<file path="config.mk">
export PLATFORM = sky130hd
export DESIGN_NAME = c2r_classify
export DESIGN_NICKNAME = d
export VERILOG_FILES = /design/src/rtl/c2r_pkg.sv /design/src/rtl/c2r_classify.sv
export SDC_FILE = /design/constraint.sdc
export NUM_CORES = 1
export LEC_CHECK = 0
export BUFFER_PORTS_ARGS = -buffer_cell sky130_fd_sc_hd__buf_2
export CORE_AREA = 4 4 46 48
export DETAILED_ROUTE_END_ITERATION = 6
export DIE_AREA = 0 0 50 52
export PLACE_DENSITY = 0.72
export REMOVE_ABC_BUFFERS = 1
export SLEW_MARGIN = 20
export SYNTH_ARGS = -nofsm -noshare
export SYNTH_HDL_FRONTEND = slang
export SYNTH_SLANG_ARGS = --single-unit
</file>
<file path="constraint.sdc">
create_clock -name vclk -period 2.8
set_clock_uncertainty 0.1 [all_clocks]
set_input_delay 0.28 -clock vclk [all_inputs]
set_output_delay 0.28 -clock vclk [all_outputs]
set_load 0.05 [all_outputs]
</file>
<file path="src/rtl/c2r_pkg.sv">
package c2r_pkg;

  typedef enum logic [1:0] {
    CK_NONE   = 2'd0,
    CK_RD     = 2'd1,
    CK_WR     = 2'd2,
    CK_RETIRE = 2'd3
  } col_kind_e;

  typedef enum logic [1:0] {
    RK_NONE = 2'd0,
    RK_ACT  = 2'd1,
    RK_PRE  = 2'd2
  } row_kind_e;

  localparam logic [3:0] CASE_COL_NOP = 4'd1;
  localparam logic [3:0] CASE_OTH_DEV = 4'd2;
  localparam logic [3:0] CASE_FAR     = 4'd3;
  localparam logic [3:0] CASE_ACT_SAME = 4'd4;
  localparam logic [3:0] CASE_ACT_NEAR = 4'd5;
  localparam logic [3:0] CASE_RD_PRE  = 4'd6;
  localparam logic [3:0] CASE_RT_PRE  = 4'd7;
  localparam logic [3:0] CASE_WR_PRE  = 4'd8;
  localparam logic [3:0] CASE_ROW_NOP = 4'd9;

  // Column opcode folding: auto-precharge variants behave as their base op.
  function automatic col_kind_e col_kind(input logic [2:0] op);
    case (op)
      3'd1, 3'd6: col_kind = CK_RD;
      3'd2, 3'd5: col_kind = CK_WR;
      3'd3:       col_kind = CK_RETIRE;
      default:    col_kind = CK_NONE;
    endcase
  endfunction

  // Row opcode folding: refresh forms behave as activate/precharge.
  function automatic row_kind_e row_kind(input logic [2:0] op);
    case (op)
      3'd1, 3'd3: row_kind = RK_ACT;
      3'd2, 3'd4: row_kind = RK_PRE;
      default:    row_kind = RK_NONE;
    endcase
  endfunction

endpackage

</file>
<file path="src/rtl/c2r_classify.sv">
module c2r_classify
  import c2r_pkg::*;
#(
  parameter int DEV_W     = 5,
  parameter int NUM_BANKS = 16,
  parameter int BANK_W    = 4,
  parameter int TW        = 6
) (
  input  col_kind_e         ckind,
  input  logic [DEV_W-1:0]  cdev,
  input  logic [BANK_W-1:0] cbank,
  input  logic [2:0]        row_op,
  input  logic [DEV_W-1:0]  rdev,
  input  logic [BANK_W-1:0] rbank,
  input  logic              adj_mode,
  input  logic [TW-1:0]     rd2pre,
  input  logic [TW-1:0]     rt2pre,
  output logic [3:0]        case_num,
  output logic [TW-1:0]     spacing,
  output logic              illegal,
  output logic              hazard
);

  row_kind_e            rkind;
  logic                 same_bank;
  logic                 near;
  logic [NUM_BANKS-1:0] near_vec;

  assign rkind     = row_kind(row_op);
  assign same_bank = (cbank == rbank);

  // One slot per bank: slot g fires when the column bank is g and the row
  // bank is g or, in dependent mode, a neighbour that exists in range.
  for (genvar g = 0; g < NUM_BANKS; g++) begin : g_near
    localparam logic [BANK_W-1:0] BG = BANK_W'(g);
    logic lo_hit, hi_hit;
    if (g > 0) begin : g_lo
      assign lo_hit = adj_mode && (rbank == BANK_W'(g - 1));
    end else begin : g_nolo
      assign lo_hit = 1'b0;
    end
    if (g < NUM_BANKS - 1) begin : g_hi
      assign hi_hit = adj_mode && (rbank == BANK_W'(g + 1));
    end else begin : g_nohi
      assign hi_hit = 1'b0;
    end
    assign near_vec[g] = (cbank == BG) && ((rbank == BG) || lo_hit || hi_hit);
  end

  assign near = |near_vec;

  always_comb begin
    case_num = CASE_COL_NOP;
    spacing  = '0;
    illegal  = 1'b0;
    hazard   = 1'b0;
    if (ckind == CK_NONE) begin
      case_num = CASE_COL_NOP;
    end else if (rkind == RK_NONE) begin
      case_num = CASE_ROW_NOP;
    end else if (cdev != rdev) begin
      case_num = CASE_OTH_DEV;
    end else if (!near) begin
      case_num = CASE_FAR;
    end else if (rkind == RK_ACT) begin
      case_num = same_bank ? CASE_ACT_SAME : CASE_ACT_NEAR;
      illegal  = 1'b1;
    end else begin
      case (ckind)
        CK_RD: begin
          case_num = CASE_RD_PRE;
          spacing  = rd2pre;
        end
        CK_RETIRE: begin
          case_num = CASE_RT_PRE;
          spacing  = rt2pre;
        end
        default: begin
          case_num = CASE_WR_PRE;
          hazard   = 1'b1;
        end
      endcase
    end
  end

endmodule

</file>
==> results of run 1 <==
[cells by family after synthesis]
group           synth area share, %
compound gates                 20.7
xor+xnor                       17.8
buf+inv                       0.774
mux                            12.7
simple gates                   48.1
[cell usage in the layout, fill, tap and decap left out]
cell type | Yosys | final
and4bb_2 | 1 | 1
or2b_2 | 2 | 2
xor2_1 | 3 | 3
nor2_1 | 12 | 12
nor2b_1 | 4 | 4
o32ai_2 | 1 | 1
o21ai_2 | 1 | 1
xnor2_2 | 1 | 1
o2111ai_2 | 1 | 1
o21ai_0 | 1 | 1
and4bb_1 | 1 | 1
nand3_1 | 1 | 1
mux2i_1 | 5 | 5
mux2_2 | 1 | 1
buf_2 | 0 | 48
nor3b_2 | 1 | 1
a211o_1 | 1 | 1
o22a_1 | 1 | 1
or3b_1 | 1 | 1
xnor2_1 | 5 | 5
nand2_1 | 3 | 3
a22oi_1 | 1 | 1
nor3_2 | 1 | 1
a21boi_0 | 1 | 1
nand4_1 | 1 | 1
o21ba_1 | 1 | 1
nor3_1 | 1 | 1
nand4b_1 | 3 | 3
o22ai_1 | 2 | 2
and2b_1 | 3 | 3
nor4_2 | 1 | 1
[power by group through the flow]
stage                     clock, mW  combinational, mW  sequential [mW]
after floorplan                   0             0.0676                0
after global placement            0              0.110                0
after detailed placement          0              0.113                0
after CTS                         0              0.113                0
after global routing              0              0.122                0
final                             0              0.113                0
[synthesized netlist by cell type]
master	instances
mux2i_1	5
nor3_2	1
nor2b_1	4
clkbuf_1	1
nor3_1	1
a21boi_0	1
a22oi_1	1
nand4_1	1
xnor2_1	5
nor4_2	1
mux2_2	1
o21ai_2	1
and4bb_2	1
o2111ai_2	1
nand4b_1	3
xor2_1	3
nand2_1	3
nor3b_2	1
nand3_1	1
and2b_1	3
and4bb_1	1
o22a_1	1
or3b_1	1
o21ai_0	1
xnor2_2	1
o32ai_2	1
o21ba_1	1
nor2_1	12
a211o_1	1
o22ai_1	2
or2b_2	2
[per-stage QoR]
step / util, % / cell area [um^2] / setup slack [ns]
6_report: 44.0 / 752 / 0.390
2_1_floorplan: - / 480 / 0.207
5_1_grt: 44.0 / 752 / 0.272
3_3_place_gp: 44.0 / 752 / 0.471
3_5_place_dp: 44.0 / 752 / 0.387
4_1_cts: 44.0 / 752 / 0.385
[final cells by class]
class | instances | area (um^2) | share of cell area, %
multi-input cells | 62 | 480 | 63.9
repair buffers | 48 | 240 | 31.9
well taps | 25 | 31.3 | 4.16
[routing by layer]
| layer | wire (um) | share of wire (%) | global-route usage [%] |
|---|---|---|---|
| met4 | 0 | 0 | 0 |
| met1 | 600 | 38 | 12.6 |
| met2 | 796 | 51 | 24.3 |
| met5 | 0 | 0 | 0 |
| met3 | 173 | 11 | 2.29 |
[path summary, 6_finish.rpt]
check / from / end / slack, ns / cells past startpoint
max: cbank[3] / spacing[2] / 0.39 / 7
min: ckind[0] / hazard / 0.88 / 3
==> flow_metrics.env, run 1 <==
export IMPL_fmax_mhz=415
export IMPL_synth_top_area_share_pct=10.3
export IMPL_p_int_uw=51.3
export IMPL_numPlacedInstances=135
export IMPL_grt_pass1_wl_um=2470
export IMPL_routedWlPerCell_um=11.6
export IMPL_worst_ir_drop_vdd_v=0.0000575
export IMPL_drv_slew=0
export IMPL_dp_hpwl_um=1400
export IMPL_seq_area_um2=0
export IMPL_post_route_period_util_pct=86.1
export IMPL_vias_per_cell=4.79
export IMPL_cp_buffers_inverters=2
export IMPL_synth_cells=63
export IMPL_core_um2=1710
export IMPL_drt_total_wl_um=1570
export IMPL_nFillCells=178
export IMPL_hold_violations=0
export IMPL_yosysUniqueCellTypes=31
export IMPL_slew_headroom_pct=59.6
export IMPL_cp_top_family="compound AO/OA/AOI/OAI gates"
export IMPL_place_gp_congestion=0.740
export IMPL_drc_errors=0
export IMPL_syn_cell_area_um2=484
export IMPL_clock_buffers=0
export IMPL_cts_resized=0
export IMPL_path_max_fanout=5
export IMPL_critPathRequiredTime_ns=2.42
export IMPL_synthTopCellsByArea="mux2i_1 (10%), nor2_1 (9.3%), xnor2_1 (9.0%)"
export IMPL_grt_ovfl_total=0
export IMPL_port_buffers=48
export IMPL_slowest_delay_ns=0.39
export IMPL_cp_slowest_cell="or3b_1"
export IMPL_diodes=0
export IMPL_cp_common_cell="buf_2"
export IMPL_stdcell_count=135
export IMPL_worstHoldPathType="in2out"
export IMPL_p_per_area_nw_per_um2=150
export IMPL_track_usage_pct=11.7
export IMPL_ys_seq_area_share_pct=0
export IMPL_end_kind="primary output"
export IMPL_drt_iter0_drc=4
export IMPL_io_pins=48
export IMPL_die_w_um=50
export IMPL_fin_crit_ns=2.41
export IMPL_drv_cap=0
export IMPL_finalSetupTns_ns=0
export IMPL_path_cells="buf_2, xnor2_2, or3b_1, o32ai_2, o2111ai_2, nor2_1, buf_2"
export IMPL_cts_setup_buffers=0
export IMPL_p_switching_uw=61.5
export IMPL_synth_top_area_cell="mux2i_1"
export IMPL_p_seq_share_pct=0
export IMPL_initial_core_util_pct=28.4
export IMPL_grt_pass1_vias=568
export IMPL_status="complete, no violations"
export IMPL_pwr_share_clk_pct=0
export IMPL_layout_nets=148
export IMPL_yosys_warnings=0
export IMPL_syn2layout_area_growth_pct=55.3
export IMPL_avgSynthCellArea_um2=7.69
export IMPL_cp_start_kind="primary input"
export IMPL_combPwrFrac_pct=100.0
export IMPL_cts_hold_buf=0
export IMPL_drive_above_1_share_pct=53.6
export IMPL_leakagePower_nw=0.369
export IMPL_setup_viol=0
export IMPL_hold_ws_ns=0.880
export IMPL_rsz0062_at_grt="no"
export IMPL_dieArea_um2=2600
export IMPL_rows=15
export IMPL_crit_arrival_ns=2.03
export IMPL_design_seq_count=0
export IMPL_firstDrtPassIters=4
export IMPL_antenna_found_initial=0
export IMPL_grt_max_degree=11
export IMPL_vias=647
export IMPL_path_class="in2out"
export IMPL_finalPower_uw=113
export IMPL_fp_dieH_um=52
export IMPL_switching_share_pct=54.5
export IMPL_antenna_left=0
export IMPL_worstMarginPinSlew_ns=0.599
Power figures use the tool's default switching activity.
==> run 2: changes to the inputs <==
--- a/config.mk
+++ b/config.mk
@@ -9,7 +9,7 @@
 export CORE_AREA = 4 4 46 48
 export DETAILED_ROUTE_END_ITERATION = 6
 export DIE_AREA = 0 0 50 52
-export PLACE_DENSITY = 0.72
+export PLACE_DENSITY = 0.75
 export REMOVE_ABC_BUFFERS = 1
 export SLEW_MARGIN = 20
 export SYNTH_ARGS = -nofsm -noshare
==> constraint.sdc (replaced) <==
create_clock -name vclk -period 2.2
set_clock_uncertainty 0.1 [all_clocks]
set_input_delay 0.22 -clock vclk [all_inputs]
set_output_delay 0.22 -clock vclk [all_outputs]
set_load 0.05 [all_outputs]
==> run 2 against run 1 <==
Against the previous run:
- combinational power up 37%
- hold slack worse by 0.15 ns
- critical path type unchanged
- highest routed layer unchanged
- cell area up 15%
- sequential cell count unchanged
- largest power group unchanged
==> flow_metrics.env, run 2 (synthesis results as in run 1) <==
export IMPL_grt_pass1_vias=625
export IMPL_worst_ir_drop_vdd_v=0.0000896
export IMPL_final_common_cell="buf_2"
export IMPL_drive_above_1_share_pct=59.6
export IMPL_grt_ovfl_total=0
export IMPL_layout_common_cells="buf_2 (39), nor2_1 (7), buf_4 (6)"
export IMPL_fin_crit_ns=2.13
export IMPL_routedWlPerCell_um=11.5
export IMPL_slew_headroom_pct=58.8
export IMPL_dieArea_um2=2600
export IMPL_antenna_left=0
export IMPL_cp_common_cell="buf_2"
export IMPL_cp_start_kind="primary input"
export IMPL_drt_iter0_drc=8
export IMPL_post_route_period_util_pct=96.9
export IMPL_drv_cap=0
export IMPL_dp_hpwl_um=1380
export IMPL_die_w_um=50
export IMPL_end_kind="primary output"
export IMPL_setup_ws_ns=0.0681
export IMPL_antenna_found_initial=0
export IMPL_track_usage_pct=11.8
export IMPL_vias_per_cell=4.85
export IMPL_status="complete, no violations"
export IMPL_fmax_mhz=469
export IMPL_drv_slew=0
export IMPL_hold_violations=0
export IMPL_design_seq_count=0
export IMPL_p_seq_share_pct=0
export IMPL_path_max_fanout=2
export IMPL_leakagePower_nw=0.394
export IMPL_cp_slowest_cell="or3b_1"
export IMPL_drt_total_wl_um=1600
export IMPL_stdcell_count=139
export IMPL_utilization_pct=50.7
export IMPL_combPwrFrac_pct=100.0
export IMPL_p_per_area_nw_per_um2=180
export IMPL_worstHoldStart="ckind[0]"
export IMPL_multiInputGateArea_um2=523
export IMPL_critPathRequiredTime_ns=1.88
export IMPL_clock_buffers=0
export IMPL_p_switching_uw=84.3
export IMPL_pre_cts_ws_ns=-0.0889
export IMPL_setup_viol=0
export IMPL_nFillCells=162
export IMPL_worstHoldPathType="in2out"
export IMPL_switching_share_pct=54.2
export IMPL_place_area_um2=782
export IMPL_worstMarginPinSlew_ns=0.612
export IMPL_io_pins=48
export IMPL_grt_max_degree=11
export IMPL_place_gp_congestion=0.686
export IMPL_fp_dieH_um=52
export IMPL_crit_arrival_ns=1.81
export IMPL_rows=15
export IMPL_diodes=0
export IMPL_p_int_uw=71.1
export IMPL_seq_area_um2=0
export IMPL_finalPower_uw=155
export IMPL_layout_nets=152
export IMPL_firstDrtPassIters=4
export IMPL_pwr_share_clk_pct=0
export IMPL_cts_hold_buf=0
export IMPL_path_class="in2out"
export IMPL_drc_errors=0
export IMPL_vias=674
export IMPL_slowest_delay_ns=0.41
export IMPL_cp_startpoint="cbank[3]"
export IMPL_grt_pass1_wl_um=2590
export IMPL_initial_core_util_pct=28.4
export IMPL_syn2layout_area_growth_pct=78.8
export IMPL_path_cells="buf_2, xnor2_2, or3b_1, nand4b_1, a211o_1, o22a_1, buf_2"
export IMPL_core_um2=1710
export IMPL_numPlacedInstances=139
export IMPL_port_buffers=48
export IMPL_fin_area_um2=866
-- run 2: changes by cell type in the layout (fill, tap and decap cells not counted), moves of 2 or more --
cell / previous run / this run
buf_2: 48 / 39
clkbuf_4: 0 / 2
buf_4: 0 / 6
nor2_2: 0 / 5
buf_6: 0 / 5
nor2_1: 12 / 7
-- run 2: final timing paths --
path | end | depth (start not counted)
max | case_num[0] | 7
min | hazard | 3
-- run 2: cell type report --
class,instances,share of cell area (%)
multi-input cells,62,60.4
well taps,25,3.61
repair buffers,52,36.0
-- run 2: power by group through the flow --
stage / logic (mW) / clock network [mW] / registers (mW)
3_3_place_gp: 0.142 / 0 / 0
5_1_grt: 0.169 / 0 / 0
6_report: 0.155 / 0 / 0
4_1_cts: 0.151 / 0 / 0
3_5_place_dp: 0.146 / 0 / 0
2_1_floorplan: 0.0861 / 0 / 0
-- run 2: critical path, delay by kind of cell --
kind            cells  cell delay, ns
simple gates        2            0.61
compound gates      2            0.49
xor+xnor            1            0.15
buf+inv             2            0.33
-- run 2: timing repair --
item                       in CTS  in global routing
buffers inserted                0                  0
pin swaps                       0                  5
gates resized for setup         7                 16
setup endpoints to repair       8                  9
-- run 2: metal layers --
metal | global-route usage, % | wire (um) | share of wire (%) | up-vias
met5 | 0 | 0 | 0 | -
met1 | 14.1 | 606 | 38 | 301
li1 | - | - | - | 341
met3 | 1.72 | 136 | 8.5 | 0
met2 | 23.3 | 857 | 54 | 32
met4 | 0 | 0 | 0 | 0
-- run 2: per-stage QoR --
stage          setup TNS [ns]  hold WS [ns]
2_1_floorplan           -1.41         0.445
3_3_place_gp         -0.00738         0.745
3_5_place_dp           -0.433         0.749
4_1_cts                     0         0.749
5_1_grt               -0.0323         0.758
6_report                    0         0.726
==> run 3: changes to the inputs <==
--- a/config.mk
+++ b/config.mk
@@ -9,7 +9,7 @@
 export CORE_AREA = 4 4 46 48
 export DETAILED_ROUTE_END_ITERATION = 6
 export DIE_AREA = 0 0 50 52
-export PLACE_DENSITY = 0.75
+export PLACE_DENSITY = 0.72
 export REMOVE_ABC_BUFFERS = 1
 export SLEW_MARGIN = 20
 export SYNTH_ARGS = -nofsm -noshare
==> constraint.sdc (replaced) <==
create_clock -name vclk -period 2.1
set_clock_uncertainty 0.1 [all_clocks]
set_input_delay 0.21 -clock vclk [all_inputs]
set_output_delay 0.21 -clock vclk [all_outputs]
set_load 0.05 [all_outputs]
==> run 3 against run 2 <==
Against the previous run:
- via count is 1.0% higher
- first-iteration DRC count is 25% lower
- final cell count is 1.4% higher
- sequential cell count stayed put
- non-clock buffer count is 2 higher
- global-route usage is 0.72 points higher
- setup slack worse by 0.083 ns
- the flow now finishes with violations (negative setup slack)
- highest routed layer unchanged
- die area stayed put
- critical path depth stayed put
==> flow_metrics.env, run 3 (synthesis results as in run 1) <==
export IMPL_status="complete, but fails checks"
export IMPL_violations="negative setup slack"
export IMPL_rows=15
export IMPL_hold_violations=0
export IMPL_vias=681
export IMPL_place_area_um2=790
export IMPL_worstMarginPinSlew_ns=0.641
export IMPL_antenna_left=0
export IMPL_clock_buffers=0
export IMPL_p_per_area_nw_per_um2=196
export IMPL_pwr_share_clk_pct=0
export IMPL_cp_buffers_inverters=2
export IMPL_routedWlPerCell_um=12.6
export IMPL_drive_above_1_share_pct=62.1
export IMPL_slew_headroom_pct=56.8
export IMPL_grt_ovfl_total=0
export IMPL_fmax_mhz=473
export IMPL_path_class="in2out"
export IMPL_drv_slew=0
export IMPL_rsz0062_at_grt="yes"
export IMPL_place_gp_congestion=0.748
export IMPL_final_common_cell="buf_2"
export IMPL_cp_startpoint="cbank[2]"
export IMPL_cp_start_kind="primary input"
export IMPL_end_kind="primary output"
export IMPL_cp_common_cell="buf_6"
export IMPL_slowest_delay_ns=0.41
export IMPL_path_max_fanout=5
export IMPL_dieArea_um2=2600
export IMPL_io_pins=48
export IMPL_die_w_um=50
export IMPL_syn2layout_area_growth_pct=92.2
export IMPL_cts_hold_buf=0
export IMPL_layout_nets=154
export IMPL_vias_per_cell=4.83
export IMPL_cp_slowest_cell="or3b_4"
export IMPL_holdPathStages=3
export IMPL_dp_hpwl_um=1420
export IMPL_drv_cap=0
export IMPL_drt_iter0_drc=6
export IMPL_switching_share_pct=51.3
export IMPL_fin_crit_ns=2.11
export IMPL_fin_area_um2=931
export IMPL_track_usage_pct=12.6
export IMPL_port_buffers=48
export IMPL_drc_errors=0
export IMPL_p_int_uw=88.6
export IMPL_initial_core_util_pct=28.4
export IMPL_diodes=0
export IMPL_critPathRequiredTime_ns=1.79
export IMPL_leakagePower_nw=0.419
export IMPL_setup_viol=3
export IMPL_cp_top_family="simple AND/OR/NAND/NOR gates"
export IMPL_drt_total_wl_um=1780
export IMPL_firstDrtPassIters=4
export IMPL_antenna_found_initial=0
export IMPL_layout_common_cells="buf_2 (33), buf_6 (12), buf_4 (8), nor2_1 (7)"
export IMPL_worst_ir_drop_vdd_v=0.0000870
export IMPL_core_um2=1710
export IMPL_crit_end="spacing[5]"
export IMPL_seq_area_um2=0
export IMPL_crit_arrival_ns=1.80
export IMPL_fp_dieH_um=52
export IMPL_post_route_period_util_pct=101
export IMPL_combPwrFrac_pct=100.0
export IMPL_setup_ws_ns=-0.0147
export IMPL_cp_depth=7
export IMPL_grt_pass1_vias=639
export IMPL_grt_pass1_wl_um=2700
export IMPL_worstHoldPathType="in2out"
export IMPL_path_cells="buf_6, and2b_1, or3b_4, o32ai_4, o2111ai_4, nor2_2, buf_6"
export IMPL_p_switching_uw=93.4
export IMPL_grt_max_degree=11
export IMPL_pre_cts_ws_ns=-0.142
export IMPL_hold_ws_ns=0.715
export IMPL_design_seq_count=0
export IMPL_worstHoldStart="ckind[0]"
export IMPL_p_seq_share_pct=0
[run 3: worst min-delay path: cells and delay by family]
family	cells	cell delay, ns
AND/OR/NAND/NOR	1	0.06
buffers and inverters	2	0.33
[run 3: timing repair]
action | CTS | global route
setup endpoints to repair | 10 | 11
gates resized for setup | 13 | 24
pin swaps | 1 | 11
buffers inserted | 0 | 1
[run 3: worst min path at each step]
stage	endpoint
detailed placement	hazard
finish	hazard
CTS	hazard
floorplan	hazard
global placement	hazard
global route	hazard
[run 3: power groups by stage]
stage	sequential, mW	combinational, mW	clock [mW]
after floorplan	0	0.0902	0
after global placement	0	0.152	0
after detailed placement	0	0.156	0
after CTS	0	0.164	0
after global routing	0	0.194	0
final	0	0.182	0
[run 3: area by class of cell]
cell class	instances	area, um^2
Fill cell	158	777
Timing Repair Buffer	54	368
Multi-Input combinational cell	62	532
Tap cell	25	31.3
[run 3: routing by layer]
metal | wire length (um) | track usage, %
met5 | 0 | 0
met4 | 0 | 0
met3 | 180 | 2.87
met2 | 932 | 25.7
met1 | 663 | 13.6
[run 3: through the flow]
step	power [mW]	TNS, ns	utilization [%]	cells
finish	0.182	-0.0283	54.5	141
global route	0.194	-0.482	54.5	141
CTS	0.164	0	49.2	140
detailed placement	0.156	-0.941	46.2	140
global placement	0.152	-0.573	46.2	140
floorplan	0.0902	-2.21	-	62
